==> src/rtl/pwm3_pkg.sv <==
`timescale 1ns/1ps
package pwm3_pkg;
  typedef enum logic [1:0] {
    ACT_FORCE_LO = 2'b00,
    ACT_INVERT   = 2'b01,
    ACT_DIRECT   = 2'b10,
    ACT_FORCE_HI = 2'b11
  } act_code_e;

  function automatic logic act_apply(input logic [1:0] code, input logic s);
    case (act_code_e'(code))
      ACT_FORCE_LO: act_apply = 1'b0;
      ACT_INVERT:   act_apply = ~s;
      ACT_DIRECT:   act_apply = s;
      default:      act_apply = 1'b1;
    endcase
  endfunction
endpackage

==> src/rtl/pwm3_shadow_reg.sv <==
`timescale 1ns/1ps
module pwm3_shadow_reg #(
  parameter int W = 16
) (
  input  logic         clk,
  input  logic         rst,
  input  logic         wr_en,
  input  logic [W-1:0] wr_data,
  input  logic         load,
  output logic [W-1:0] shadow,
  output logic [W-1:0] active
);
  always_ff @(posedge clk) begin
    if (rst) begin
      shadow <= '0;
      active <= '0;
    end else begin
      if (wr_en) shadow <= wr_data;
      if (load)  active <= shadow;
    end
  end

  AST_ACTIVE_STABLE: assert property (@(posedge clk) disable iff (rst)
    !load |=> $stable(active));
  AST_LOAD_TAKES: assert property (@(posedge clk) disable iff (rst)
    load |=> active == $past(shadow));
endmodule

==> src/rtl/pwm3_prescale.sv <==
`timescale 1ns/1ps
module pwm3_prescale #(
  parameter int SEL_W = 3
) (
  input  logic             clk,
  input  logic             rst,
  input  logic [SEL_W-1:0] div_sel,
  output logic             tick
);
  localparam int PC_W = (1 << SEL_W) - 1;

  logic [PC_W-1:0] pre_cnt;
  logic [PC_W-1:0] mask;

  always_comb begin
    for (int i = 0; i < PC_W; i++) mask[i] = (i < int'(div_sel));
  end

  always_ff @(posedge clk) begin
    if (rst) pre_cnt <= '0;
    else     pre_cnt <= pre_cnt + PC_W'(1);
  end

  assign tick = &(pre_cnt | ~mask);
endmodule

==> src/rtl/pwm3_db_channel.sv <==
`timescale 1ns/1ps
module pwm3_db_channel #(
  parameter int CNT_W = 16,
  parameter int DB_W  = 8
) (
  input  logic             clk,
  input  logic             rst,
  input  logic             tick,
  input  logic [CNT_W-1:0] tmr_cnt,
  input  logic             load,
  input  logic             cmp_wr,
  input  logic [CNT_W-1:0] cmp_data,
  input  logic             db_en,
  input  logic [DB_W-1:0]  db_val,
  output logic             dead_hi,
  output logic             dead_lo
);
  logic [CNT_W-1:0] cmp_sh, cmp_act, cmp_eff;
  logic             raw_next, raw_r, chg, hold;
  logic [DB_W-1:0]  dt_cnt;

  pwm3_shadow_reg #(.W(CNT_W)) u_cmp (
    .clk(clk), .rst(rst), .wr_en(cmp_wr), .wr_data(cmp_data),
    .load(load), .shadow(cmp_sh), .active(cmp_act)
  );

  assign cmp_eff  = load ? cmp_sh : cmp_act;
  assign raw_next = (tmr_cnt < cmp_eff);
  assign chg      = (raw_next != raw_r);

  always_ff @(posedge clk) begin
    if (rst) begin
      raw_r  <= 1'b0;
      hold   <= 1'b0;
      dt_cnt <= '0;
    end else begin
      raw_r <= raw_next;
      if (!db_en) begin
        hold   <= 1'b0;
        dt_cnt <= '0;
      end else if (chg) begin
        hold   <= 1'b1;
        dt_cnt <= '0;
      end else if (hold) begin
        if (dt_cnt >= db_val) hold <= 1'b0;
        else if (tick)        dt_cnt <= dt_cnt + DB_W'(1);
      end
    end
  end

  assign dead_hi = raw_r & ~hold;
  assign dead_lo = ~raw_r & ~hold;

  AST_EDGE_BLANKS: assert property (@(posedge clk) disable iff (rst)
    db_en && chg |=> !dead_hi && !dead_lo);
  AST_CNT_BOUND: assert property (@(posedge clk) disable iff (rst)
    hold |-> dt_cnt <= db_val);
  AST_NO_DB_GAP: assert property (@(posedge clk) disable iff (rst)
    $past(!db_en) |-> dead_hi != dead_lo);
endmodule

==> src/rtl/pwm3_out_stage.sv <==
`timescale 1ns/1ps
module pwm3_out_stage
  import pwm3_pkg::*;
#(
  parameter int N_PIN = 6
) (
  input  logic               clk,
  input  logic               rst,
  input  logic               out_en,
  input  logic [2*N_PIN-1:0] act_word,
  input  logic [N_PIN-1:0]   sig,
  output logic [N_PIN-1:0]   pins
);
  for (genvar p = 0; p < N_PIN; p++) begin : g_pin
    always_ff @(posedge clk) begin
      if (rst)         pins[p] <= 1'b0;
      else if (!out_en) pins[p] <= 1'b0;
      else             pins[p] <= act_apply(act_word[2*p +: 2], sig[p]);
    end
  end

  AST_GATE_OFF: assert property (@(posedge clk) disable iff (rst)
    !out_en |=> pins == '0);
endmodule

==> src/rtl/pwm3_db_stage.sv <==
`timescale 1ns/1ps
module pwm3_db_stage #(
  parameter int CNT_W = 16,
  parameter int DB_W  = 8,
  parameter int SEL_W = 3,
  parameter int N_CH  = 3,
  localparam int N_PIN = 2 * N_CH,
  localparam int ACT_W = 2 * N_PIN
) (
  input  logic             clk,
  input  logic             rst,
  input  logic [CNT_W-1:0] tmr_cnt,
  input  logic [N_CH-1:0]  cmp_wr_en,
  input  logic [CNT_W-1:0] cmp_wr_data,
  input  logic             act_wr_en,
  input  logic [ACT_W-1:0] act_wr_data,
  input  logic [N_CH-1:0]  db_en,
  input  logic [DB_W-1:0]  db_val,
  input  logic [SEL_W-1:0] db_div_sel,
  input  logic             out_en,
  output logic [N_PIN-1:0] pwm_pin
);
  logic             load, tick;
  logic [ACT_W-1:0] act_sh, act_act;
  logic [N_PIN-1:0] pair_sig;

  assign load = (tmr_cnt == '0);

  pwm3_prescale #(.SEL_W(SEL_W)) u_pre (
    .clk(clk), .rst(rst), .div_sel(db_div_sel), .tick(tick)
  );

  pwm3_shadow_reg #(.W(ACT_W)) u_act (
    .clk(clk), .rst(rst), .wr_en(act_wr_en), .wr_data(act_wr_data),
    .load(load), .shadow(act_sh), .active(act_act)
  );

  for (genvar c = 0; c < N_CH; c++) begin : g_ch
    pwm3_db_channel #(.CNT_W(CNT_W), .DB_W(DB_W)) u_ch (
      .clk(clk), .rst(rst), .tick(tick), .tmr_cnt(tmr_cnt), .load(load),
      .cmp_wr(cmp_wr_en[c]), .cmp_data(cmp_wr_data),
      .db_en(db_en[c]), .db_val(db_val),
      .dead_hi(pair_sig[2*c]), .dead_lo(pair_sig[2*c+1])
    );
  end

  pwm3_out_stage #(.N_PIN(N_PIN)) u_out (
    .clk(clk), .rst(rst), .out_en(out_en), .act_word(act_act),
    .sig(pair_sig), .pins(pwm_pin)
  );

  AST_RESET_LOW: assert property (@(posedge clk)
    $past(rst) |-> pwm_pin == '0);
endmodule

==> config.mk <==
export PLATFORM = sky130hd
export DESIGN_NAME = pwm3_db_stage
export DESIGN_NICKNAME = d
export VERILOG_FILES = /design/src/rtl/pwm3_pkg.sv /design/src/rtl/pwm3_shadow_reg.sv /design/src/rtl/pwm3_prescale.sv /design/src/rtl/pwm3_db_channel.sv /design/src/rtl/pwm3_out_stage.sv /design/src/rtl/pwm3_db_stage.sv
export SDC_FILE = /design/constraint.sdc
export NUM_CORES = 1
export LEC_CHECK = 0
export ABC_CLOCK_PERIOD_IN_PS = 9650
export BUFFER_PORTS_ARGS = -buffer_cell sky130_fd_sc_hd__buf_2
export CORE_UTILIZATION = 53
export DETAILED_ROUTE_END_ITERATION = 12
export GPL_TIMING_DRIVEN = 0
export PLACE_DENSITY_LB_ADDON = 0.2
export REMOVE_ABC_BUFFERS = 1
export SLEW_MARGIN = 20
export SYNTH_ARGS = -nofsm -noshare
export SYNTH_HDL_FRONTEND = slang
export SYNTH_SLANG_ARGS = --single-unit
==> constraint.sdc <==
create_clock -name clk -period 9.65 [get_ports clk]
set_input_delay 1.4475 -clock clk [delete_from_list [all_inputs] [get_ports clk]]
set_output_delay 1.4475 -clock clk [all_outputs]
set_load 0.1 [all_outputs]
# After elaboration in Yosys (flattened, before gate mapping)
# Cells that the tools add are included.
# totals
out_inout_bits,6
register_bits,163
inputBits,65
# op_classes
order_cmp,13
n_eq_ne,15
n_bitwise,27
mux,18
n_addsub,4
n_reduce_logical,17
# ops
op,n
$lt 16x16->1,3
$mux 16,3
$reduce_and 9->1,3
$add 8x1->8 const B,3
$ge 8x8->1,3
$not 1->1,19
$pmux 1 s3,6
$logic_not 16->1,1
$eq 2x1->1 const B,6
$eq 2x2->1 const B,6
$logic_not 2->1,6
$lt 3x3->1 const A,3
$mux 1,9
$reduce_or 3->1,3
$reduce_or 2->1,4
$add 7x1->7 const B,1
$not 7->7,1
$or 7x7->7,1
$and 1x1->1,6
$lt 1x3->1 const A,2
$lt 2x3->1 const A,2
$ne 1x1->1,3

# Depth between registers and ports, before layout
# Gate-level depths: netlist of run 1.
# logic_depth
word_depth,5
ltp_mapped,12

# Modules after synthesis
# A second synthesis of run 1 with hierarchy kept.
# hier_totals
hier_cells,839
area_unflattened_um2,8491.9
# by_module_without_submodules
module,seq_area_each_um2,area_each_um2,instances,cells_each
pwm3_shadow_reg at g_ch[0].u_ch.u_cmp ...,640.6,1157.4,3,103
pwm3_db_channel at g_ch[0].u_ch ...,200.2,1204.9,2,131
pwm3_db_channel at g_ch[2].u_ch,200.2,1202.4,1,132
pwm3_shadow_reg at u_act,480.5,843.3,1,76
pwm3_prescale,140.1,314.1,1,36
pwm3_out_stage,120.1,216.5,1,19
pwm3_db_stage,0.0,33.8,1,5

# Worst setup path before layout of run 1
# OpenSTA, ideal clock, no wires.
# synth_timing
kind,input to register
startpoint,input tmr_cnt[15]
endpoint,register g_ch[2].u_ch.hold
path_slack_ps,4707
cell_stages,12
arrival_time_ps,4883
path_buffers,2
cell_sequence,or4_4 -> or4_1 -> buf_2 -> buf_1 -> mux2i_1 -> ha_1 -> a211oi_1 -> o211ai_1 -> a221oi_1 -> o211ai_2 -> xnor2_1 -> o311a_1
# synth_between
elab_chain_len,5
# synth_rtl
element,line_no,source
start: declaration,pwm3_db_stage.sv:12,"input logic [CNT_W-1:0] tmr_cnt,"
$logic_not 16->1,pwm3_db_stage.sv:27,assign load = (tmr_cnt == '0);
$mux 16,-,
$lt 16x16->1 (*),pwm3_db_channel.sv:28,assign raw_next = (tmr_cnt < cmp_eff);
$ne 1x1->1 (*),pwm3_db_channel.sv:29,assign chg = (raw_next != raw_r);
$mux 1 (*),pwm3_db_channel.sv:41,end else if (chg) begin
end signal: assignment,pwm3_db_channel.sv:34,hold <= 1'b0;
end signal: assignment,pwm3_db_channel.sv:42,hold <= 1'b1;
end signal: assignment,pwm3_db_channel.sv:45,if (dt_cnt >= db_val) hold <= 1'b0;
end: declaration,pwm3_db_channel.sv:19,"logic raw_next, raw_r, chg, hold;"
# Every way passes the cells marked *; elsewhere a longest branch is shown, timed or not.
# A chain may end at the register's enable or synchronous reset.

# Worst setup path in the final report of run 1
# Ends and elaborated chain as after synthesis.

==> results.yml, run 1 <==
layout:
  antenna_cells: 0
  seqCellArea_mm2: 0.00326
  multi_input_area_mm2: 0.00419
  area_growth_pct: 14.0
  final_cell_mix: "163 x dfxtp_1, 134 x nor2_1, 112 x mux2i_1, 73 x ha_1, 69 x buf_2"
  mostFrequentLayoutCell: "dfxtp_1"
  drive_gt1_frac: 0.121
  final_cell_area_mm2: 0.00872
  fillCellCount: 1210
  nNetsFinal: 1010
  utilization: 0.623
die:
  die_area_mm2: 0.0149
  die_w_um: 122
  initial_core_util: 0.547
  die_h_um: 122
  io_pins: 71
  rows: 43
  coreArea_mm2: 0.0140
synthesis:
  synth_edf_count: 0
  ys.flop_type: "dfxtp_1"
  syn_inst: 812
  synth.distinct_cells: 46
  synth-async-reset-ratio: 0
  synth_seq_area_share: 0.427
  netlist_area_mm2: 0.00765
  ys_ff_latch: 163
  yosysWarnings: 0
  avgSynthCellArea_um2: 9.42
timing:
  post-route-period-util: 0.546
  finalHoldViolCount: 0
  fin_worst_skew_ns: 0.00706
  slew_headroom: 0.255
  tightestPinTransition_ns: 1.11
  setup_viol: 0
  fmax_mhz: 190
  drv_slew: 0
  fin_crit_ns: 5.27
  setup_tns_ns: 0
  rsz0062_at_grt: "false"
status:
  status: "completed"
worst_hold_path:
  min_to: "u_act.active[4]"
  hold_class: "reg2reg"
  worstHoldStart: "u_act.shadow[4]"
  hold_depth: 2
worst_setup_path:
  required_ns: 10.01
  r2r_slack_ns: 6.84
  path_max_fanout: 47
  r2r_end: "g_ch[2].u_ch.dt_cnt[5]"
  rr_worst_depth: 6
  path_class: "in2reg"
  arrival_ns: 5.63
  crit_buf_inv: 2
  rr_startpoint: "u_pre.pre_cnt[2]"
  cp-start-kind: "primary input"
  crit_family: "simple AND/OR/NAND/NOR gates"
  path_common_cell: "or4_4"
  endpoint_kind: "flip-flop"
  crit_chain: "buf_2, or4_4, or4_4, buf_16, mux2i_1, ha_1, a211oi_1, o211ai_1, a221oi_1, o211ai_2, xnor2_1, o311a_1"
  slowest_stage: "or4_4"
  slowest_delay_ns: 0.74
route:
  dr.first_iter.drc_count: 273
  drc: 0
  via_per_inst: 5.63
  routed_wl_um: 16600
  drt-pass1-iter-count: 5
  vias: 5985
  wl_per_cell_um: 15.6
  antenna_left: 0
grt:
  antenna_found_initial: 1
  grt_pass1_wl_um: 27700
  grt_use_met3: 0.0581
  grt_pass1_vias: 5831
  grt.busiest_layer: "met2"
  grt_use_total: 0.240
  overflow: 0
  grt_use_met2: 0.407
  grtUsageMet1: 0.283
  grt_max_degree: 83
clock_network:
  cts.repair.resized: 0
  clkTransAtPathRegs_ns: 0.06
  htree_levels: 4
  numCtsBuffers: 17
  cts-hold-fix-buffers: 0
  cts_tree: "built"
  cts_setup_buffers: 0
  cts_num_sinks: 163
  cts.path.max_buffers: 2
  root_buffer: "clkbuf_16"
  clk_latency_ns: 0.42
power:
  clock_power_share: 0.435
  seqPwrFrac: 0.485
  p_sw_frac: 0.236
  power.leakage_uw: 0.00397
  ir_worst_vdd_uv: 130
  intPower_uw: 1110
  p_per_area_mw_per_mm2: 166
  power_frac_comb: 0.080
  power_switching_uw: 341
placement:
  portBuffers: 70
  hpwl_um: 12000
  gp_congestion: 0.867
  dpl_cell_area_mm2: 0.00817
run:
  maxCapViolations: 0
[flip-flops by register name, indices dropped and copies added (netlist names)]
register,cells
u_out.pins,6
u_act.active,12
g_ch.u_ch.hold,3
g_ch.u_ch.dt_cnt,24
g_ch.u_ch.u_cmp.shadow,48
u_pre.pre_cnt,7
g_ch.u_ch.u_cmp.active,48
u_act.shadow,12
g_ch.u_ch.raw_r,3
[per-stage QoR]
stage                     hold WS, ns  power, uW  std cells  worst slack [ns]
after floorplan                 0.425        776        781              3.92
after global routing            0.483       1510       1064              4.10
final                           0.451       1450       1064              4.38
after CTS                       0.451       1460       1064              4.35
after global placement          0.440        825       1031              2.81
after detailed placement        0.442        831       1033              3.94
[power by group through the flow]
stage	clock network (uW)	logic, uW	registers [uW]
after global placement	0	109	716
after detailed placement	0	115	717
final	629	115	702
after global routing	672	129	704
after CTS	643	116	702
after floorplan	0	62.3	713
[area by class of cell]
cell class              instances  share of cell area
multi-input cells             595               0.480
flip-flops and latches        163               0.374
clock buffers                  23              0.0537
repair buffers                 72              0.0472
well taps                     180              0.0258
inverters                      23             0.00990
clock inverters                 8             0.00904
[worst max path at each step]
stage / startpoint / end / slack, ns / depth (start not counted)
5_1_grt: tmr_cnt[15] / g_ch[2].u_ch.hold / 4.10 / 12
4_1_cts: tmr_cnt[15] / g_ch[2].u_ch.hold / 4.35 / 12
3_5_place_dp: tmr_cnt[15] / g_ch[2].u_ch.hold / 3.94 / 12
6_report: tmr_cnt[15] / g_ch[2].u_ch.hold / 4.38 / 12
3_3_place_gp: tmr_cnt[1] / g_ch[2].u_ch.hold / 2.81 / 11
2_1_floorplan: tmr_cnt[15] / g_ch[2].u_ch.hold / 3.92 / 10
[synth_stat cells (all sizes together) (3+ instances only)]
cell	count	area [um2]
or3	10	62.6
ha	73	913
mux2i	113	1140
xor2	8	70.1
inv	23	86.3
o211ai	4	35.0
a211oi	13	97.6
a21oi	47	235
nand4	13	81.3
nand2	53	199
o21ai	28	140
buf	10	38.8
nand3	25	125
or4	10	86.3
xnor2	6	60.1
nand2b	6	37.5
o31ai	8	60.1
nor2b	9	56.3
nor4	3	33.8
clkbuf	21	78.8
nor2	134	503
nor3	8	40.0
dfxtp	163	3260
[cells by family (layout without fill, tap and decap cells)]
group	count (synthesis)	after routing	share of synthesized area
compound gates	116	116	0.0926
xor+xnor	14	14	0.0170
fa+ha+maj	73	73	0.119
buf+inv	54	126	0.0267
flops	163	163	0.427
mux	113	113	0.150
simple gates	279	279	0.168
[worst reg2reg max path: cells and delay by family, from the launching register on]
family / cells / cell delay [ns]
compound gates: 4 / 1.53
flops: 1 / 0.40
simple gates: 2 / 0.78
[layer usage]
layer,vias up,routed length (um)
met5,-,0
met4,0,485
met3,36,713
met2,129,8020
met1,2814,7360
li1,3006,-
Note: power is estimated with default switching activity, not from simulation.
==> run 2, diff against run 1 <==
--- a/config.mk
+++ b/config.mk
@@ -5,7 +5,7 @@
 export SDC_FILE = /design/constraint.sdc
 export NUM_CORES = 1
 export LEC_CHECK = 0
-export ABC_CLOCK_PERIOD_IN_PS = 9650
+export ABC_CLOCK_PERIOD_IN_PS = 4200
 export BUFFER_PORTS_ARGS = -buffer_cell sky130_fd_sc_hd__buf_2
 export CORE_UTILIZATION = 53
 export DETAILED_ROUTE_END_ITERATION = 12
==> constraint.sdc (replaced) <==
create_clock -name clk -period 4.2 [get_ports clk]
set_input_delay 0.63 -clock clk [delete_from_list [all_inputs] [get_ports clk]]
set_output_delay 0.63 -clock clk [all_outputs]
set_load 0.1 [all_outputs]
==> run 2 against run 1 <==
Net effect: first-iteration DRC count is 16% higher; clock power is 130% higher; via count is 0.28% higher; largest power group unchanged; critical endpoint is now g_ch[1].u_ch.dt_cnt[1]; setup slack worse by 4.2 ns; register-to-register slack worse by 5.5 ns; clock skew is 0.0024 ns higher; clock-buffer cell count stayed put; total power is 130% higher.
==> results.yml, run 2 (same netlist as run 1, synthesis figures left out) <==
status:
  status: "completed"
grt:
  grt_pass1_wl_um: 27700
  grt_pass1_vias: 5831
  grt_use_total: 0.240
  grt_max_degree: 83
  overflow: 0
  antenna_found_initial: 1
timing:
  post-route-period-util: 0.947
  tightestPinTransition_ns: 1.11
  fmax_mhz: 251
  drv_slew: 0
  hold-worst-slack_ns: 0.447
  rsz0062_at_grt: "false"
  finalHoldViolCount: 0
  fin_crit_ns: 3.98
  fin_worst_skew_ns: 0.00950
  slew_headroom: 0.259
  final.setup.worst_slack_ns: 0.222
  setup_viol: 0
worst_setup_path:
  arrival_ns: 4.29
  rr_startpoint: "u_pre.pre_cnt[2]"
  r2r_end: "g_ch[2].u_ch.dt_cnt[5]"
  cp-start-kind: "primary input"
  path_common_cell: "or4_4"
  rr_worst_depth: 6
  endpoint_kind: "flip-flop"
  slowest_stage: "or4_4"
  crit_buf_inv: 2
  crit_chain: "buf_2, or4_4, or4_4, buf_16, mux2i_1, ha_1, a21oi_1, o21ai_0, a221oi_1, nand3_1, mux2i_4, nor2_1"
  path_max_fanout: 47
  crit_family: "simple AND/OR/NAND/NOR gates"
  required_ns: 4.51
  slowest_delay_ns: 0.59
  path_class: "in2reg"
  r2r_slack_ns: 1.39
route:
  antenna_left: 0
  routed_wl_um: 16600
  dr.first_iter.drc_count: 316
  drt-pass1-iter-count: 5
  drc: 0
  vias: 6002
  wl_per_cell_um: 15.6
  via_per_inst: 5.64
placement:
  dpl_cell_area_mm2: 0.00817
  portBuffers: 70
  gp_congestion: 0.867
  place_inst: 1033
  hpwl_um: 12000
  post-place-ws_ns: -0.693
layout:
  mostFrequentLayoutCell: "dfxtp_1"
  nNetsFinal: 1011
  final_cell_area_mm2: 0.00874
  area_growth_pct: 14.3
  utilization: 0.625
  antenna_cells: 0
  drive_gt1_frac: 0.124
  stdcell_count: 1065
  final_cell_mix: "163 x dfxtp_1, 134 x nor2_1, 112 x mux2i_1, 73 x ha_1, 69 x buf_2"
  top_regs: "g_ch.u_ch.u_cmp.active x48, g_ch.u_ch.u_cmp.shadow x48, g_ch.u_ch.dt_cnt x24"
die:
  die_h_um: 122
  initial_core_util: 0.547
  io_pins: 71
  die_w_um: 122
  coreArea_mm2: 0.0140
  die_area_mm2: 0.0149
  rows: 43
power:
  clock_power_share: 0.435
  power.leakage_uw: 0.00398
  ir_worst_vdd_uv: 299
  p_per_area_mw_per_mm2: 380
  p_sw_frac: 0.236
  power_switching_uw: 783
  power_frac_comb: 0.080
  seqPwrFrac: 0.485
  intPower_uw: 2540
clock_network:
  cts_tree: "built"
  cts-hold-fix-buffers: 0
  root_buffer: "clkbuf_16"
  clk_latency_ns: 0.42
  numCtsBuffers: 17
  cts.path.max_buffers: 2
  clkTransAtPathRegs_ns: 0.06
  cts_num_sinks: 163
  htree_levels: 4
worst_hold_path:
  worstHoldStart: "act_wr_data[10]"
  min_to: "u_act.shadow[10]"
  hold_depth: 3
  hold_class: "in2reg"
run:
  maxCapViolations: 0
==> run 2: cell count changes in the layout (fill, tap and decap cells not counted) <==
cell / previous run / this run
a221oi_1: 2 / 1
a221oi_2: 0 / 1
buf_4: 0 / 1
xnor2_1: 5 / 4
xnor2_2: 1 / 2
==> run 2: worst min-delay path, stage by stage <==
cell and delay [ns]:
buf_2 0.07, mux2i_1 0.06, nor2_1 0.07
==> run 2: final cells by class <==
class                      count  area [um2]
clock buffer                  23         468
clock inverter                 8        78.8
fill                        1204        5250
inverter                      23        86.3
multi-input combinational    595        4200
sequential                   163        3260
tap                          180         225
timing repair buffer          73         419
==> run 2: worst max path at each step <==
stage                startpoint                      to  cells after the start
detailed placement  tmr_cnt[15]       g_ch[2].u_ch.hold                     12
floorplan           tmr_cnt[15]       g_ch[2].u_ch.hold                     10
global placement     tmr_cnt[1]       g_ch[2].u_ch.hold                     11
global route         tmr_cnt[2]       g_ch[2].u_ch.hold                     12
CTS                 tmr_cnt[15]       g_ch[2].u_ch.hold                     12
finish               tmr_cnt[2]  g_ch[1].u_ch.dt_cnt[1]                     12
==> run 2: power by group through the flow <==
stage | Combinational, uW | Clock [uW] | Sequential [uW]
6_report | 266 | 1440 | 1610
5_1_grt | 299 | 1540 | 1620
4_1_cts | 268 | 1480 | 1610
3_5_place_dp | 263 | 0 | 1650
3_3_place_gp | 250 | 0 | 1650
2_1_floorplan | 143 | 0 | 1640
==> run 2: per-layer routing <==
metal | share of wire | track usage | up-vias
met5 | 0 | 0 | -
met4 | 0.029 | 0.118 | 0
met3 | 0.046 | 0.0581 | 39
met2 | 0.49 | 0.407 | 153
met1 | 0.44 | 0.283 | 2805
li1 | - | - | 3005
==> run 2: what timing repair did <==
action,in CTS,in global routing
gates resized for setup,2,0
pin swaps,0,1
cloned,0,0
setup endpoints to repair,9,17
setup buffers,0,1
==> run 2: per-stage QoR <==
| stage | setup TNS, ns | total power [uW] |
|---|---|---|
| after CTS | 0 | 3360 |
| after detailed placement | -9.85 | 1910 |
| final | 0 | 3320 |
| after floorplan | -14.53 | 1780 |
| after global placement | -48.63 | 1890 |
| after global routing | 0 | 3460 |
==> run 3, diff against run 2 <==
--- a/config.mk
+++ b/config.mk
@@ -5,14 +5,14 @@
 export SDC_FILE = /design/constraint.sdc
 export NUM_CORES = 1
 export LEC_CHECK = 0
-export ABC_CLOCK_PERIOD_IN_PS = 4200
+export ABC_CLOCK_PERIOD_IN_PS = 4600
 export BUFFER_PORTS_ARGS = -buffer_cell sky130_fd_sc_hd__buf_2
 export CORE_UTILIZATION = 53
 export DETAILED_ROUTE_END_ITERATION = 12
 export GPL_TIMING_DRIVEN = 0
 export PLACE_DENSITY_LB_ADDON = 0.2
 export REMOVE_ABC_BUFFERS = 1
-export SLEW_MARGIN = 20
+export SLEW_MARGIN = 15
 export SYNTH_ARGS = -nofsm -noshare
 export SYNTH_HDL_FRONTEND = slang
 export SYNTH_SLANG_ARGS = --single-unit
==> constraint.sdc (replaced) <==
create_clock -name clk -period 4.6 [get_ports clk]
set_input_delay 0.69 -clock clk [delete_from_list [all_inputs] [get_ports clk]]
set_output_delay 0.69 -clock clk [all_outputs]
set_load 0.1 [all_outputs]
==> run 3 against run 2 <==
Net effect: setup slack improved by 0.023 ns; sequential cell count unchanged; largest power group unchanged; highest routed layer unchanged; cell count barely moved; total power fell by 4.3%; register-to-register slack gained 0.31 ns; wire length up 1.7%; sequential share of layout area shrank 0.21 points; final area grew 0.56%.
==> results.yml, run 3 (same netlist as run 1, synthesis figures left out) <==
route:
  routed_wl_um: 16900
  via_per_inst: 5.67
  wl_per_cell_um: 15.8
  antenna_left: 0
  dr.first_iter.drc_count: 283
  drc: 0
  vias: 6028
  drt-pass1-iter-count: 5
layout:
  antenna_cells: 0
  top_regs: "g_ch.u_ch.u_cmp.active x48, g_ch.u_ch.u_cmp.shadow x48, g_ch.u_ch.dt_cnt x24"
  final_cell_mix: "163 x dfxtp_1, 134 x nor2_1, 112 x mux2i_1, 73 x ha_1, 69 x buf_2"
  drive_gt1_frac: 0.123
  mostFrequentLayoutCell: "dfxtp_1"
  area_growth_pct: 14.9
  nNetsFinal: 1010
clock_network:
  numCtsBuffers: 17
  cts.path.max_buffers: 2
  htree_levels: 4
  root_buffer: "clkbuf_16"
  clk_latency_ns: 0.43
  clkTransAtPathRegs_ns: 0.06
  cts_num_sinks: 163
  cts_tree: "built"
timing:
  rsz0062_at_grt: "false"
  hold-worst-slack_ns: 0.454
  tightestPinTransition_ns: 1.23
  slew_headroom: 0.180
  fmax_mhz: 230
  fin_worst_skew_ns: 0.00744
  post-route-period-util: 0.947
  finalHoldViolCount: 0
  setup_viol: 0
  drv_slew: 0
  fin_crit_ns: 4.36
  final.setup.worst_slack_ns: 0.245
grt:
  overflow: 0
  grt_pass1_wl_um: 27800
  grt_max_degree: 83
  antenna_found_initial: 0
  grt_use_total: 0.242
  grt_pass1_vias: 5841
power:
  power_switching_uw: 720
  seqPwrFrac: 0.463
  intPower_uw: 2460
  total_power_uw: 3180
  p_sw_frac: 0.226
  p_per_area_mw_per_mm2: 362
  power.leakage_uw: 0.00401
  power_frac_comb: 0.076
  clock_power_share: 0.460
  ir_worst_vdd_uv: 287
placement:
  post-place-ws_ns: -0.371
  hpwl_um: 12000
  gp_congestion: 0.867
  portBuffers: 70
status:
  status: "completed"
worst_setup_path:
  required_ns: 4.91
  path_class: "in2reg"
  arrival_ns: 4.67
  crit_chain: "buf_2, or4_4, or4_4, buf_16, mux2i_1, ha_1, a211oi_1, o211ai_1, a221oi_1, o211ai_2, xnor2_2, o311a_1"
  endpoint_kind: "flip-flop"
  crit_family: "compound AO/OA/AOI/OAI gates"
  slowest_stage: "or4_4"
  slowest_delay_ns: 0.74
  path_common_cell: "or4_4"
  cp-start-kind: "primary input"
  path_max_fanout: 47
  crit_buf_inv: 2
die:
  die_area_mm2: 0.0149
  rows: 43
  die_h_um: 122
  initial_core_util: 0.547
  die_w_um: 122
  io_pins: 71
  coreArea_mm2: 0.0140
run:
  maxCapViolations: 0
worst_hold_path:
  hold_class: "reg2reg"
run 3: changes by cell type in the layout (fill, tap and decap cells not counted), sizes merged:
cell / before / now
clkinv: 2 / 0
clkbuf: 23 / 24
clkinvlp: 4 / 3
buf: 73 / 72
bufinv: 1 / 3
run 3: path summary, 6_finish.rpt:
path | start | endpoint | slack [ns] | cells past startpoint
worst max register to register | u_pre.pre_cnt[2] | g_ch[2].u_ch.dt_cnt[5] | 1.70 | 6
worst min register to register | u_act.shadow[4] | u_act.active[4] | 0.45 | 2
worst max-delay path | tmr_cnt[15] | g_ch[2].u_ch.hold | 0.24 | 12
worst min-delay path | u_act.shadow[4] | u_act.active[4] | 0.45 | 2
run 3: cell type report:
| class | instances | area [um2] |
|---|---|---|
| fill | 1171 | 5200 |
| sequential | 163 | 3260 |
| clock buffer | 24 | 492 |
| inverter | 23 | 86.3 |
| clock inverter | 7 | 121 |
| multi-input combinational | 595 | 4190 |
| timing repair buffer | 72 | 408 |
| tap | 180 | 225 |
run 3: per-layer routing:
layer | share of wire | track usage | vias to the layer above
met5 | 0 | 0 | -
met4 | 0.030 | 0.122 | 0
met3 | 0.042 | 0.0548 | 38
met2 | 0.49 | 0.415 | 146
met1 | 0.44 | 0.281 | 2835
li1 | - | - | 3009
run 3: power groups by stage:
stage | clock (uW) | combinational [uW] | sequential (uW)
2_1_floorplan | 0 | 131 | 1500
3_3_place_gp | 0 | 228 | 1500
3_5_place_dp | 0 | 241 | 1500
4_1_cts | 1490 | 244 | 1470
5_1_grt | 1550 | 273 | 1480
6_report | 1460 | 243 | 1470
run 3: stage by stage:
stage                     instances  setup TNS (ns)  cell area [um2]  utilization
final                          1064               0             8790        0.628
after global routing           1064               0             8790        0.628
after CTS                      1064               0             8780        0.628
after detailed placement       1033           -3.03             8170        0.584
after global placement         1031          -38.43             8110        0.580
after floorplan                 781           -4.87             7530            -
run 3: timing repair:
| action | 4_1_cts | 5_1_grt |
|---|---|---|
| setup endpoints to repair | 0 | 9 |
| resized for setup | 0 | 1 |
| hold buffers | 0 | 0 |
| buffers inserted | 0 | 0 |
run 3: worst min-delay path: stages, from the launching register on:
cell,delay [ns]
dfxtp_1,0.31
nand2_1,0.05
a21oi_1,0.05
